File: src/rtl/dsm2_pkg.sv
package dsm2_pkg;

  // sample width and integer headroom of the internal word
  localparam int unsigned SMP_W  = 16;
  localparam int unsigned HEAD_W = 9;
  localparam int unsigned ACC_W  = SMP_W + HEAD_W;
  localparam int unsigned WIDE_W = ACC_W + 1;

  typedef logic signed [SMP_W-1:0]  smp_t;
  typedef logic signed [ACC_W-1:0]  acc_t;
  typedef logic signed [WIDE_W-1:0] wide_t;

  // magnitude of the most negative sample
  localparam int FS_INT = 1 << (SMP_W - 1);
  // 0.6 of full scale, rounded to nearest
  localparam int LIMIT_DEF = (FS_INT * 3 + 2) / 5;

  localparam acc_t FULL_SCALE = acc_t'(FS_INT);
  localparam acc_t ACC_MAX    = {1'b0, {(ACC_W-1){1'b1}}};
  localparam acc_t ACC_MIN    = {1'b1, {(ACC_W-1){1'b0}}};

  typedef enum logic [0:0] {
    PATH_MINUS = 1'b0,  // next = a - b
    PATH_TWICE = 1'b1   // next = a + 2b
  } path_e;

  function automatic acc_t widen_sample(smp_t s);
    return acc_t'(s);
  endfunction

  function automatic wide_t grow(acc_t a);
    return wide_t'(a);
  endfunction

  // reduce a widened sum to the word, clamping on overflow
  function automatic acc_t shrink_sat(wide_t w);
    acc_t r;
    if (w[WIDE_W-1] != w[WIDE_W-2]) begin
      r = w[WIDE_W-1] ? ACC_MIN : ACC_MAX;
    end else begin
      r = w[ACC_W-1:0];
    end
    return r;
  endfunction

  function automatic acc_t add_sat(acc_t a, acc_t b);
    return shrink_sat(grow(a) + grow(b));
  endfunction

  function automatic acc_t sub_sat(acc_t a, acc_t b);
    return shrink_sat(grow(a) - grow(b));
  endfunction

  function automatic acc_t twice_sat(acc_t a);
    return shrink_sat(grow(a) <<< 1);
  endfunction

  function automatic acc_t clamp_sym(acc_t a, acc_t lim);
    acc_t r;
    if (a > lim) begin
      r = lim;
    end else if (a < -lim) begin
      r = -lim;
    end else begin
      r = a;
    end
    return r;
  endfunction

endpackage

File: src/rtl/dsm2_quantizer.sv
module dsm2_quantizer
  import dsm2_pkg::*;
(
  input  acc_t level_i,
  output logic pos_o,
  output acc_t quant_o
);

  always_comb begin
    pos_o   = ~level_i[ACC_W-1];
    quant_o = pos_o ? FULL_SCALE : -FULL_SCALE;
  end

endmodule

File: src/rtl/dsm2_fb_limiter.sv
module dsm2_fb_limiter
  import dsm2_pkg::*;
#(
  parameter int LIMIT_MAG = LIMIT_DEF
) (
  input  acc_t level_i,
  input  acc_t quant_i,
  output acc_t err_raw_o,
  output acc_t err_lim_o
);

  localparam acc_t LIM = acc_t'(LIMIT_MAG);

  always_comb begin
    err_raw_o = sub_sat(level_i, quant_i);
    err_lim_o = clamp_sym(err_raw_o, LIM);
  end

endmodule

File: src/rtl/dsm2_stage.sv
module dsm2_stage
  import dsm2_pkg::*;
#(
  parameter path_e PATH = PATH_MINUS
) (
  input  logic clk_i,
  input  logic rst_ni,
  input  acc_t base_i,
  input  acc_t corr_i,
  output acc_t state_o
);

  acc_t nxt;
  acc_t state_q;

  generate
    if (PATH == PATH_MINUS) begin : g_minus
      always_comb nxt = sub_sat(base_i, corr_i);
    end else begin : g_twice
      always_comb nxt = add_sat(base_i, twice_sat(corr_i));
    end
  endgenerate

  always_ff @(posedge clk_i or negedge rst_ni) begin
    if (!rst_ni) begin
      state_q <= '0;
    end else begin
      state_q <= nxt;
    end
  end

  assign state_o = state_q;

endmodule

File: src/rtl/dsm2_pdm_mod.sv
module dsm2_pdm_mod
  import dsm2_pkg::*;
#(
  parameter int LIMIT_MAG = LIMIT_DEF
) (
  input  logic                    clk_i,
  input  logic                    rst_ni,
  input  logic signed [SMP_W-1:0] sample_i,
  output logic                    pdm_o
);

  // named loop wires, also observed by the checker
  acc_t smp_ext;
  acc_t stg1_q;
  acc_t stg2_q;
  acc_t quant;
  acc_t err_raw;
  acc_t err_lim;
  logic lvl_pos;

  assign smp_ext = widen_sample(sample_i);

  dsm2_quantizer u_quant (
    .level_i (stg2_q),
    .pos_o   (lvl_pos),
    .quant_o (quant)
  );

  dsm2_fb_limiter #(
    .LIMIT_MAG (LIMIT_MAG)
  ) u_lim (
    .level_i   (stg2_q),
    .quant_i   (quant),
    .err_raw_o (err_raw),
    .err_lim_o (err_lim)
  );

  dsm2_stage #(
    .PATH (PATH_MINUS)
  ) u_stg1 (
    .clk_i   (clk_i),
    .rst_ni  (rst_ni),
    .base_i  (smp_ext),
    .corr_i  (err_lim),
    .state_o (stg1_q)
  );

  dsm2_stage #(
    .PATH (PATH_TWICE)
  ) u_stg2 (
    .clk_i   (clk_i),
    .rst_ni  (rst_ni),
    .base_i  (stg1_q),
    .corr_i  (err_lim),
    .state_o (stg2_q)
  );

  always_ff @(posedge clk_i or negedge rst_ni) begin
    if (!rst_ni) begin
      pdm_o <= 1'b0;
    end else begin
      pdm_o <= lvl_pos;
    end
  end

endmodule

File: config.mk
export PLATFORM = sky130hd
export DESIGN_NAME = dsm2_pdm_mod
export DESIGN_NICKNAME = d
export VERILOG_FILES = /design/src/rtl/dsm2_pkg.sv /design/src/rtl/dsm2_quantizer.sv /design/src/rtl/dsm2_fb_limiter.sv /design/src/rtl/dsm2_stage.sv /design/src/rtl/dsm2_pdm_mod.sv
export SDC_FILE = /design/constraint.sdc
export NUM_CORES = 1
export LEC_CHECK = 0
export ABC_AREA = 1
export BUFFER_PORTS_ARGS = -buffer_cell sky130_fd_sc_hd__buf_4
export CAP_MARGIN = 25
export CELL_PAD_IN_SITES_DETAIL_PLACEMENT = 1
export CELL_PAD_IN_SITES_GLOBAL_PLACEMENT = 1
export CORE_ASPECT_RATIO = 0.6
export CORE_UTILIZATION = 30
export DETAILED_ROUTE_END_ITERATION = 6
export MAX_ROUTING_LAYER = met4
export PLACE_DENSITY_LB_ADDON = 0.15
export SYNTH_ARGS = -nofsm -noshare
export SYNTH_HDL_FRONTEND = slang
export SYNTH_HIERARCHICAL = 1
export SYNTH_SLANG_ARGS = --single-unit
File: constraint.sdc
create_clock -name clk_i -period 16.1 [get_ports clk_i]
set_input_delay 1.61 -clock clk_i [delete_from_list [all_inputs] [get_ports clk_i]]
set_output_delay 1.61 -clock clk_i [all_outputs]
set_load 0.02 [all_outputs]
Yosys cells after proc, flatten, opt, wreduce, memory -nomap -nowiden:

Cells that the tools add are included.

* memories kept: 0
* bits in read-only memories: 0
* memory bits (writable): 0
* bits in registers: 51
* output and inout port bits: 1
* bits in latches: 0
* logic and storage cells: 24
* bits of input ports: 18

* multiplexer cells: 11
* divide/modulo/power cells: 0
* $lt $le $gt $ge: 2
* equality and inequality tests: 4
* reduce and logical (&&, ||, !) cells: 0
* bitwise operators: 1
* add/subtract/negate cells: 3
* $mul: 0
* shift-type cells: 0

Operator list (number)
* 25-bit 2-to-1 mux: 11
* 25-bit by 25-bit adder with 26-bit output: 1
* 16-bit by 25-bit subtractor with 26-bit output: 1
* 25-bit by 25-bit subtractor with 26-bit output: 1
* 25-bit by 16-bit greater-than comparator with 1-bit output (second input constant): 1
* 25-bit by 16-bit less-than comparator with 1-bit output (second input constant): 1
* 1-bit != test: 4
* 1-bit inverter: 1

Logic depth before layout (Yosys ltp):

Gate-level depths: netlist of the first run.

* word-level depth: 12
* gate-level depth with buffers: 53
* mapped depth without buffers: 47

Cells and area by module:

The synthesis of the first run kept the hierarchy.

By module, submodules not included
* dsm2_fb_limiter: sequential area each 0.0 um2, area an instance 2984.1 um2, cells each 633, times used 1
* dsm2_stage at u_stg2: sequential area each 625.6 um2, area an instance 2881.5 um2, cells each 446, times used 1
* dsm2_stage at u_stg1: sequential area each 625.6 um2, area an instance 2708.8 um2, cells each 421, times used 1
* dsm2_quantizer: sequential area each 0.0 um2, area an instance 198.9 um2, cells each 28, times used 1
* dsm2_pdm_mod: sequential area each 25.0 um2, area an instance 25.0 um2, cells each 1, times used 1

Least setup slack after synthesis of the first run:

No wires, ideal clock.

* path kind: register -> register
* start: reg u_stg2.state_q[24], in the netlist u_stg2/state_o[24]
* end: reg u_stg2.state_q[21], in the netlist u_stg2/state_o[21]
* setup time: 0.120 ns
* data arrival time: 6.153 ns
* buffers on the path: 6
* stages on the path, launching flop included: 45
* data required time: 15.980 ns
* slack: 9.827 ns
* clock period less this slack: 6.273 ns
* path through: dfrtp_1 > buf_4 > inv_1 > ha_1 > nand2_2 > nor2_2 > inv_1 > nor3_2 > nand2_1 > nand3_1 > nand2_1 > ha_1 > inv_1 > buf_2 > a21oi_1 > o21ai_0 > o21ai_0 > nand3_1 > [... 9 more ...] > ha_1 > inv_1 > nand2_1 > clkbuf_1 > o21ai_0 > inv_1 > ha_1 > a21oi_2 > nand2_1 > nand2_1 > nand2_2 > nand2_2 > nand3_2 > nand2_2 > nand2_4 > nand2_4 > buf_8 > o21ai_2

* word-level cells in the longest chain between the ends: 12
* elaborated cells on any way between the ends: 16
* those cells by class: add/sub: 2; order compare: 2; eq/ne: 3; mux: 9

RTL lines
* from (decl): line dsm2_stage.sv:14 `acc_t state_q;`
* from (signal assigned): line dsm2_stage.sv:28 `state_q <= nxt;`
* 25-bit 2-to-1 mux (*): line dsm2_quantizer.sv:11 `quant_o = pos_o ? FULL_SCALE : -FULL_SCALE;`
* named net quant[22]: line dsm2_pdm_mod.sv:16 `acc_t quant;`
* 25-bit by 25-bit subtractor with 26-bit output (*): line dsm2_pkg.sv:51 `return shrink_sat(grow(a) - grow(b));`
* 25-bit 2-to-1 mux or 1-bit != test (tied branches): line dsm2_pkg.sv:39, dsm2_pkg.sv:38
* 25-bit 2-to-1 mux (*): line dsm2_pkg.sv:38 `if (w[WIDE_W-1] != w[WIDE_W-2]) begin`
* 25-bit by 16-bit less-than comparator with 1-bit output: line dsm2_pkg.sv:62 `end else if (a < -lim) begin`
* 25-bit 2-to-1 mux: line dsm2_pkg.sv:62
* 25-bit 2-to-1 mux (*): line dsm2_pkg.sv:60 `if (a > lim) begin`
* named net err_lim[23]: line dsm2_pdm_mod.sv:18 `acc_t err_lim;`
* 1-bit != test: line dsm2_pkg.sv:38
* 25-bit 2-to-1 mux (*): line dsm2_pkg.sv:38
* 25-bit by 25-bit adder with 26-bit output (*): line dsm2_pkg.sv:47 `return shrink_sat(grow(a) + grow(b));`
* 25-bit 2-to-1 mux or 1-bit != test (tied branches): line dsm2_pkg.sv:39, dsm2_pkg.sv:38
* 25-bit 2-to-1 mux (*): line dsm2_pkg.sv:38
* named net u_stg2.nxt[21]: line dsm2_stage.sv:13 `acc_t nxt;`

Mark *: on every way through the listed nets, which the timed path passes. The rest lies on a longest branch.

Worst setup path after layout of the first run:

* start: reg u_stg2.state_q[24], in the netlist u_stg2/state_o[24]
* end: reg u_stg2.state_q[19], in the netlist u_stg2/state_o[19]

* word-level cells in the longest chain between the ends: 12
* elaborated cells on any way between the ends: 16
* those cells by class: add/sub: 2; order compare: 2; eq/ne: 3; mux: 9

RTL lines
* 25-bit 2-to-1 mux: line dsm2_quantizer.sv:11
* 25-bit by 25-bit subtractor with 26-bit output (*): line dsm2_pkg.sv:51
* 25-bit 2-to-1 mux or 1-bit != test (tied branches): line dsm2_pkg.sv:39, dsm2_pkg.sv:38
* 25-bit 2-to-1 mux (*): line dsm2_pkg.sv:38
* named net err_raw[13]: line dsm2_pdm_mod.sv:17 `acc_t err_raw;`
* 25-bit by 16-bit less-than comparator with 1-bit output: line dsm2_pkg.sv:62
* 25-bit 2-to-1 mux: line dsm2_pkg.sv:62
* 25-bit 2-to-1 mux (*): line dsm2_pkg.sv:60
* named net err_lim[23]: line dsm2_pdm_mod.sv:18
* 1-bit != test: line dsm2_pkg.sv:38
* 25-bit 2-to-1 mux (*): line dsm2_pkg.sv:38
* 25-bit by 25-bit adder with 26-bit output (*): line dsm2_pkg.sv:47
* 25-bit 2-to-1 mux or 1-bit != test (tied branches): line dsm2_pkg.sv:39, dsm2_pkg.sv:38
* 25-bit 2-to-1 mux (*): line dsm2_pkg.sv:38
* named net u_stg2.nxt[19]: line dsm2_stage.sv:13

Marked as above.

==> results of run 1 <==
-- logic make-up (layout without fill, tap and decap cells) --
family / after synthesis / after routing / synth area share [%]
AOI/OAI and AO/OA: 146 / 146 / 9.43
DFF: 51 / 51 / 14.5
other: 2 / 16 / 0.0854
adders and majority gates: 82 / 82 / 11.9
and+or+nand+nor: 858 / 858 / 43.1
xor gates and xnor gates: 40 / 40 / 3.98
buffers and inverters: 350 / 332 / 17.0
-- registers in the layout, indices dropped and copies added (netlist names) --
signal	count
u_stg2/state_o	25
pdm_o	1
u_stg1/state_o	25
-- synth_stat cells (all sizes together) (5+ instances only) --
| master | count | share of area (%) |
|---|---|---|
| nand2 | 541 | 24 |
| inv | 306 | 13 |
| nor2 | 169 | 8.5 |
| nand3 | 92 | 6.1 |
| ha | 79 | 11 |
| o21ai | 68 | 4.2 |
| a21oi | 61 | 3.8 |
| dfrtp | 51 | 15 |
| buf | 38 | 3.7 |
| nand4 | 34 | 2.6 |
| xor2 | 23 | 2.3 |
| xnor2 | 17 | 1.7 |
| nor3 | 11 | 0.68 |
| clkbuf | 6 | 0.26 |
| o21bai | 6 | 0.51 |
| and2 | 5 | 0.36 |
-- layer usage --
layer  vias up  routed length, µm  GRT usage [%]  share of wire [%]
li1       4649                  -              -                  -
met1      4449              21500           42.1                 59
met2       230              11700           28.8                 32
met3         4               3220           7.59                8.8
met4         0                 63           1.34               0.17
met5         -                  0              -                  0
-- placed cells by master, fill, tap and decap left out, drive strengths merged --
cell,count
nand3b,4
o21ai,68
o21bai,6
dfrtp,51
a21o,4
clkinv,1
and2,5
a21oi,61
nor3,11
buf,18
xnor2,17
conb,16
clkinvlp,1
nand3,92
xor2,23
a21boi,2
fa,3
clkbuf,5
nand2,541
a31oi,3
and3,1
ha,79
nand4,34
nor2,169
inv,307
o211ai,2
or2,1
-- area by class of cell --
cell class	count	share of cell area, %
Clock inverter	3	0.297
Multi-Input combinational cell	1142	65.6
Clock buffer	5	1.35
Sequential cell	51	13.8
Tap cell	375	5.07
Timing Repair Buffer	18	1.46
Inverter	306	12.4
-- tightest hold or removal path, delay by kind of cell (launching register included) --
family                   cells  cell delay, ps
flip-flops                   1             380
AND/OR/NAND/NOR              2             120
adder cells (fa/ha/maj)      1             170
-- through the flow --
stage                     setup slack (ps)  cells  hold slack, ps  util (%)  area (µm²)
after floorplan                       9830   1543             553         -        8850
after global placement                7390   1892             685      31.7        9110
after detailed placement              7170   1892             678      31.7        9110
after CTS                             7120   1900             716      32.2        9260
after global routing                  6080   1900             754      32.2        9260
final                                 6930   1900             698      32.2        9260
-- worst paths after layout --
| check | startpoint | to | depth (start not counted) |
|---|---|---|---|
| setup / recovery | u_stg2/state_o[24] | u_stg2/state_o[19] | 37 |
| hold / removal | u_stg1/state_o[0] | u_stg2/state_o[0] | 3 |
| setup reg to reg | u_stg2/state_o[24] | u_stg2/state_o[19] | 37 |
| hold reg to reg | u_stg1/state_o[0] | u_stg2/state_o[0] | 3 |
| max in group asynchronous | rst_ni | u_stg2/state_o[22] | 1 |
| min in group asynchronous | rst_ni | u_stg1/state_o[3] | 1 |
==> flow_metrics.py, run 1 <==
metrics = {
    "cells_and_area": {
        "layout.nets": 1624,
        "drive_above_1_share_pct": 8.98,
        "syn2layout_area_growth_pct": 5.28,
        "multi_input_area_mm2": 0.00608,
        "antennaDiodeCount": 0,
        "seq_area_mm2": 0.00128,
        "fill_cells": 3884,
    },
    "critical_path": {
        "start_kind": "flop",
        "cp.arrival_ps": 9350,
        "cp_top_family": "simple AND/OR/NAND/NOR gates",
        "cp.required_ps": 16280,
        "cpPeakStageDelay_ps": 800,
        "endpoint_kind": "flop",
        "worst_path_max_delay_cell": "ha_1",
        "rrSetupSlack_ps": 6930,
        "crit_fanout": 24,
        "crit_top_cell": "nand2_1",
        "crit_buf_inv": 5,
        "worstSetupPathType": "reg2reg",
    },
    "timing": {
        "rsz0062_at_grt": "no",
        "slew_viol_final": 0,
        "max_slew_margin_pct": 49.9,
        "period_share_pct": 57.0,
        "final.setup_skew_ps": 7.77,
        "setup_violations": 0,
        "finalHoldViolCount": 0,
        "finalSetupTns_ps": 0,
        "fin_crit_ps": 9170,
        "max_freq_mhz": 109,
        "worst_slew_pin_slew_ps": 752,
    },
    "floorplan": {
        "die_width_um": 223,
        "die_y_um": 135,
        "rows": 48,
        "ios": 19,
        "core-area_mm2": 0.0288,
        "start_util_pct": 30.6,
        "die_area_mm2": 0.0300,
    },
    "synth": {
        "synth_cells": 1529,
        "ys_async_sr_fraction_pct": 100,
        "synth_cell_type_count": 43,
        "synth_edf_count": 0,
        "syn_area_mm2": 0.00880,
        "ys_warn_count": 6,
        "ys_seq_area_share_pct": 14.5,
        "yosys_register_bits": 51,
        "ys.flop_type": "dfrtp_1",
        "synth_area_per_cell_um2": 5.75,
    },
    "global_route": {
        "grt_antenna_before_repair": 0,
        "grt.overflow.total": 0,
        "grt_first_pass_wirelength_um": 55300,
        "grt_max_degree": 52,
        "grt.total_usage_pct": 25.4,
        "grt_pass1_vias": 8992,
    },
    "status": {
        "status": "finished clean",
    },
    "cts": {
        "tritoncts": "built",
        "clk_latency_ps": 310,
        "cts_resized": 0,
        "cts_buffers": 5,
        "clk_pin_slew_ps": 80,
        "clk_path_buf_depth": 2,
        "postCtsSetupRepairBufs": 0,
        "htree_levels": 2,
        "cts_hold_buf": 0,
        "numClockSinks": 51,
        "ctsRootBufferMaster": "clkbuf_16",
    },
    "routing": {
        "wire_per_inst_um": 19.2,
        "routed_wl_um": 36400,
        "num_vias": 9332,
        "first_pass_iters": 6,
        "drc": 0,
        "vias_per_cell": 4.91,
        "drt_iter0_drc": 757,
        "postRouteAntennaNets": 0,
    },
    "place": {
        "place_hpwl_um": 32200,
        "gp_congestion": 1.04,
        "numPortBuffers": 18,
    },
    "flow_run": {
        "drv_cap": 0,
    },
    "worst_hold_path": {
        "hp-class": "reg2reg",
    },
}
Power of run 1 is left out: the tool's default activity adds up to more than one toggle a clock period on the data nets, which glitch-free logic cannot reach.
==> run 2: changes to the inputs <==
ABC_AREA = 0   (was 1)
clock period = 7.88 ns   (was 16.1 ns; I/O delays follow)
==> run 2 against run 1 <==
  * Clock skew barely moved
  * Global-route usage shrank 3.1 points
  * Synthesized cell count shrank 32%
  * Non-clock buffer count grew 83
  * Critical path type unchanged
  * Critical endpoint is now u_stg2/state_o[21]
==> flow_metrics.py, run 2 <==
metrics = {
    "place": {
        "gp_congestion": 0.920,
        "place_hpwl_um": 24200,
        "numPortBuffers": 18,
        "postPlaceCellArea_mm2": 0.00876,
        "pre_cts_ws_ps": -121,
    },
    "worst_hold_path": {
        "hp-class": "in2async",
    },
    "cts": {
        "ctsRootBufferMaster": "clkbuf_16",
        "clk_pin_slew_ps": 80,
        "clk_latency_ps": 310,
        "numClockSinks": 51,
        "tritoncts": "built",
        "clk_path_buf_depth": 2,
        "cts_buffers": 5,
        "htree_levels": 2,
    },
    "synth": {
        "syn_area_mm2": 0.00793,
        "ys_warn_count": 6,
        "synth_area_per_cell_um2": 7.60,
        "synth_cells": 1044,
    },
    "critical_path": {
        "cpPeakStageDelay_ps": 510,
        "worst_path_max_delay_cell": "or4_4",
        "cp_top_family": "compound AO/OA/AOI/OAI gates",
        "cp.required_ps": 8050,
        "worstSetupPathType": "reg2reg",
        "cp.arrival_ps": 7690,
        "endpoint_kind": "flop",
        "start_kind": "flop",
        "crit_fanout": 19,
        "crit_buf_inv": 5,
    },
    "global_route": {
        "grt.overflow.total": 0,
        "grt_max_degree": 52,
        "grt.total_usage_pct": 22.4,
        "grt_first_pass_wirelength_um": 45600,
        "grt_pass1_vias": 7717,
        "grt_antenna_before_repair": 0,
    },
    "cells_and_area": {
        "multi_input_area_mm2": 0.00614,
        "final_cell_mix": "a21oi_1, buf_4, ha_1, nand2_1, inv_1",
        "syn2layout_area_growth_pct": 15.0,
        "fin_area_mm2": 0.00912,
        "drive_above_1_share_pct": 16.2,
        "fin_util_pct": 35.6,
        "layout.nets": 1188,
        "seq_area_mm2": 0.00128,
        "antennaDiodeCount": 0,
        "fill_cells": 3103,
        "final_common_cell": "a21oi_1",
    },
    "timing": {
        "fin_crit_ps": 7520,
        "max_freq_mhz": 133,
        "finalSetupTns_ps": 0,
        "final.setup_skew_ps": 7.79,
        "max_slew_margin_pct": 33.2,
        "finalHoldViolCount": 0,
        "period_share_pct": 95.5,
        "setup_violations": 0,
        "worst_slack_ps": 357,
        "worst_slew_pin_slew_ps": 989,
        "slew_viol_final": 0,
    },
    "floorplan": {
        "die_area_mm2": 0.0271,
        "start_util_pct": 31.0,
        "ios": 19,
        "die_y_um": 128,
        "core-area_mm2": 0.0256,
        "die_width_um": 212,
        "rows": 45,
    },
    "routing": {
        "drt_iter0_drc": 613,
        "drc": 0,
        "routed_wl_um": 29100,
        "postRouteAntennaNets": 0,
        "vias_per_cell": 5.57,
        "num_vias": 8014,
        "wire_per_inst_um": 20.2,
        "first_pass_iters": 5,
    },
    "status": {
        "status": "finished clean",
    },
    "flow_run": {
        "drv_cap": 0,
    },
}
==> run 2: area by class of cell <==
cell class / instances / area share (%)
clock inverter: 2 / 0.411
inverter: 72 / 2.96
sequential: 51 / 14.0
clock buffer: 5 / 1.37
multi-input combinational: 857 / 67.3
tap: 352 / 4.83
timing repair buffer: 101 / 9.13
==> run 2: worst register-to-register path: cells and delay by family (launching register included) <==
family | cells | cell delay [ps]
xor+xnor | 1 | 190
buf+inv | 5 | 770
flops | 1 | 440
fa+ha+maj | 4 | 1250
simple gates | 8 | 2220
compound gates | 12 | 2520
==> run 2: metal layers <==
metal  part of all wire [%]  up-vias  GRT usage, %  routed length [µm]
met1                     60     3986          37.8               17400
met3                    4.1        6          2.72                1200
li1                       -     3882             -                   -
met5                      0        -             -                   0
met4                   0.36        0          1.79                 106
met2                     36      140          27.2               10400
==> run 2: worst paths after layout <==
path / startpoint / end / slack, ps / cells past startpoint
min in group clk_i: u_stg2/state_o[24] / pdm_o / 540 / 1
worst max register to register: u_stg2/state_o[2] / u_stg2/state_o[21] / 360 / 30
worst min-delay path: rst_ni / pdm_o / 520 / 1
worst min register to register: u_stg2/state_o[24] / pdm_o / 540 / 1
max in group asynchronous: rst_ni / u_stg2/state_o[8] / 6850 / 1
worst max-delay path: u_stg2/state_o[2] / u_stg2/state_o[21] / 360 / 30
==> run 2: stage by stage <==
| stage | hold WS, ps | std cells |
|---|---|---|
| final | 520 | 1440 |
| after detailed placement | 547 | 1429 |
| after CTS | 559 | 1436 |
| after floorplan | 492 | 1058 |
| after global placement | 533 | 1429 |
| after global routing | 584 | 1440 |
==> run 2: repair_timing <==
item,CTS,global route
hold buffers,0,0
endpoints found under the setup margin,28,49
buffers inserted,0,4
resized for setup,4,27
pin swaps,0,5
Power of run 2 is left out for the same reason.
==> run 3: changes to the inputs <==
CELL_PAD_IN_SITES_DETAIL_PLACEMENT = 0   (was 1)
==> run 3 against run 2 <==
  * Core utilization shrank 0.15 points
  * Wire length decreased by 8.1%
  * Worst hold slack worse by 16 ps
  * Critical path depth rose by 1
  * Non-clock buffer count rose by 4
  * Cell count grew 0.35%
  * Final area shrank 0.43%
  * First-iteration DRC count grew 11%
  * Setup slack improved by 30 ps
  * Sequential share of layout area grew 0.060 points
  * Highest routed layer unchanged
==> flow_metrics.py, run 3 (same netlist as run 2, synthesis figures left out) <==
metrics = {
    "worst_hold_path": {
        "hp-class": "in2async",
    },
    "critical_path": {
        "endpoint_kind": "flop",
        "worstSetupPathType": "reg2reg",
        "cpPeakStageDelay_ps": 510,
        "worstSetupEndpoint": "u_stg2/state_o[19]",
        "r2r_end": "u_stg2/state_o[19]",
        "start_kind": "flop",
        "worst_path_max_delay_cell": "or4_4",
        "crit_top_cell": "a211oi_1",
        "cp.arrival_ps": 7660,
        "rrSetupSlack_ps": 390,
        "startpoint": "u_stg2/state_o[24]",
        "crit_fanout": 19,
        "r2r_start": "u_stg2/state_o[24]",
        "cp.required_ps": 8050,
        "rr_worst_depth": 31,
    },
    "routing": {
        "wire_per_inst_um": 18.5,
        "drc": 0,
        "drt_iter0_drc": 680,
        "num_vias": 7718,
        "first_pass_iters": 5,
        "postRouteAntennaNets": 0,
        "vias_per_cell": 5.34,
        "routed_wl_um": 26800,
    },
    "flow_run": {
        "drv_cap": 0,
    },
    "global_route": {
        "grt_max_degree": 52,
        "grt_pass1_vias": 7038,
        "grt_first_pass_wirelength_um": 41800,
        "grt.total_usage_pct": 20.7,
        "grt.overflow.total": 0,
        "grt_antenna_before_repair": 0,
    },
    "floorplan": {
        "start_util_pct": 31.0,
        "die_width_um": 212,
        "die_y_um": 128,
        "die_area_mm2": 0.0271,
        "rows": 45,
        "core-area_mm2": 0.0256,
        "ios": 19,
    },
    "timing": {
        "period_share_pct": 95.1,
        "finalHoldViolCount": 0,
        "fin_crit_ps": 7490,
        "max_slew_margin_pct": 31.4,
        "slew_viol_final": 0,
        "max_freq_mhz": 133,
        "setup_violations": 0,
        "fin_hold_ws_ps": 504,
        "worst_slew_pin_slew_ps": 1020,
        "final.setup_skew_ps": 9.66,
    },
    "cells_and_area": {
        "layout.nets": 1192,
        "drive_above_1_share_pct": 16.3,
        "syn2layout_area_growth_pct": 14.5,
        "final_cell_mix": "a21oi_1, buf_4, ha_1, nand2_1, inv_1",
        "antennaDiodeCount": 0,
        "final_common_cell": "a21oi_1",
    },
    "place": {
        "gp_congestion": 0.920,
        "numPortBuffers": 18,
        "place_hpwl_um": 22300,
    },
    "cts": {
        "clk_latency_ps": 310,
        "htree_levels": 2,
        "cts_hold_buf": 0,
        "tritoncts": "built",
        "ctsRootBufferMaster": "clkbuf_16",
        "numClockSinks": 51,
        "clk_path_buf_depth": 2,
        "cts_buffers": 5,
        "clk_pin_slew_ps": 80,
    },
    "status": {
        "status": "finished clean",
    },
}
[run 3: metrics by stage]
stage | worst slack [ps] | setup TNS (ps) | utilization [%] | cell area (µm²) | cells
after floorplan | 58.3 | 0 | - | 7990 | 1058
after global placement | -17.8 | -17.8 | 34.2 | 8760 | 1429
after detailed placement | -63.7 | -648 | 34.2 | 8760 | 1429
after CTS | 48.1 | 0 | 34.8 | 8920 | 1437
after global routing | -18.1 | -26.3 | 35.5 | 9080 | 1445
final | 387 | 0 | 35.5 | 9080 | 1445
[run 3: cell type report]
| type | instances | area (µm²) |
|---|---|---|
| clock inverters | 3 | 15.0 |
| well taps | 352 | 440 |
| repair buffers | 105 | 838 |
| fillers | 2752 | 16500 |
| multi-input cells | 857 | 6120 |
| flip-flops and latches | 51 | 1280 |
| clock buffers | 5 | 125 |
| inverters | 72 | 270 |
[run 3: worst min-delay path by stage]
stage,endpoint,slack [ps],cells after the start
floorplan,pdm_o,490,0
global placement,pdm_o,530,1
detailed placement,pdm_o,530,1
global route,pdm_o,570,1
finish,pdm_o,500,1
CTS,pdm_o,550,1
[run 3: routing by layer]
layer	global-route usage [%]	share of wire (%)	wire length [µm]	up-vias
met4	1.71	0.40	108	0
met5	-	0	0	-
li1	-	-	-	3889
met1	35.9	61	16300	3655
met3	3.23	5.2	1380	9
met2	23.3	33	8930	165
[run 3: worst max-delay path, delay by kind of cell, from the launching register on]
kind / cells / cell delay (ps)
adder cells (fa/ha/maj): 4 / 1340
flip-flops: 1 / 420
AO/OA/AOI/OAI: 11 / 2160
AND/OR/NAND/NOR: 9 / 2450
buffers and inverters: 6 / 830
XOR/XNOR: 1 / 140
[run 3: timing repair]
item,in CTS,in global routing
cloned,0,0
pin swaps,0,4
buffers inserted,0,8
setup endpoints to repair,23,50
resized for setup,3,22
Power of run 3 is left out for the same reason.
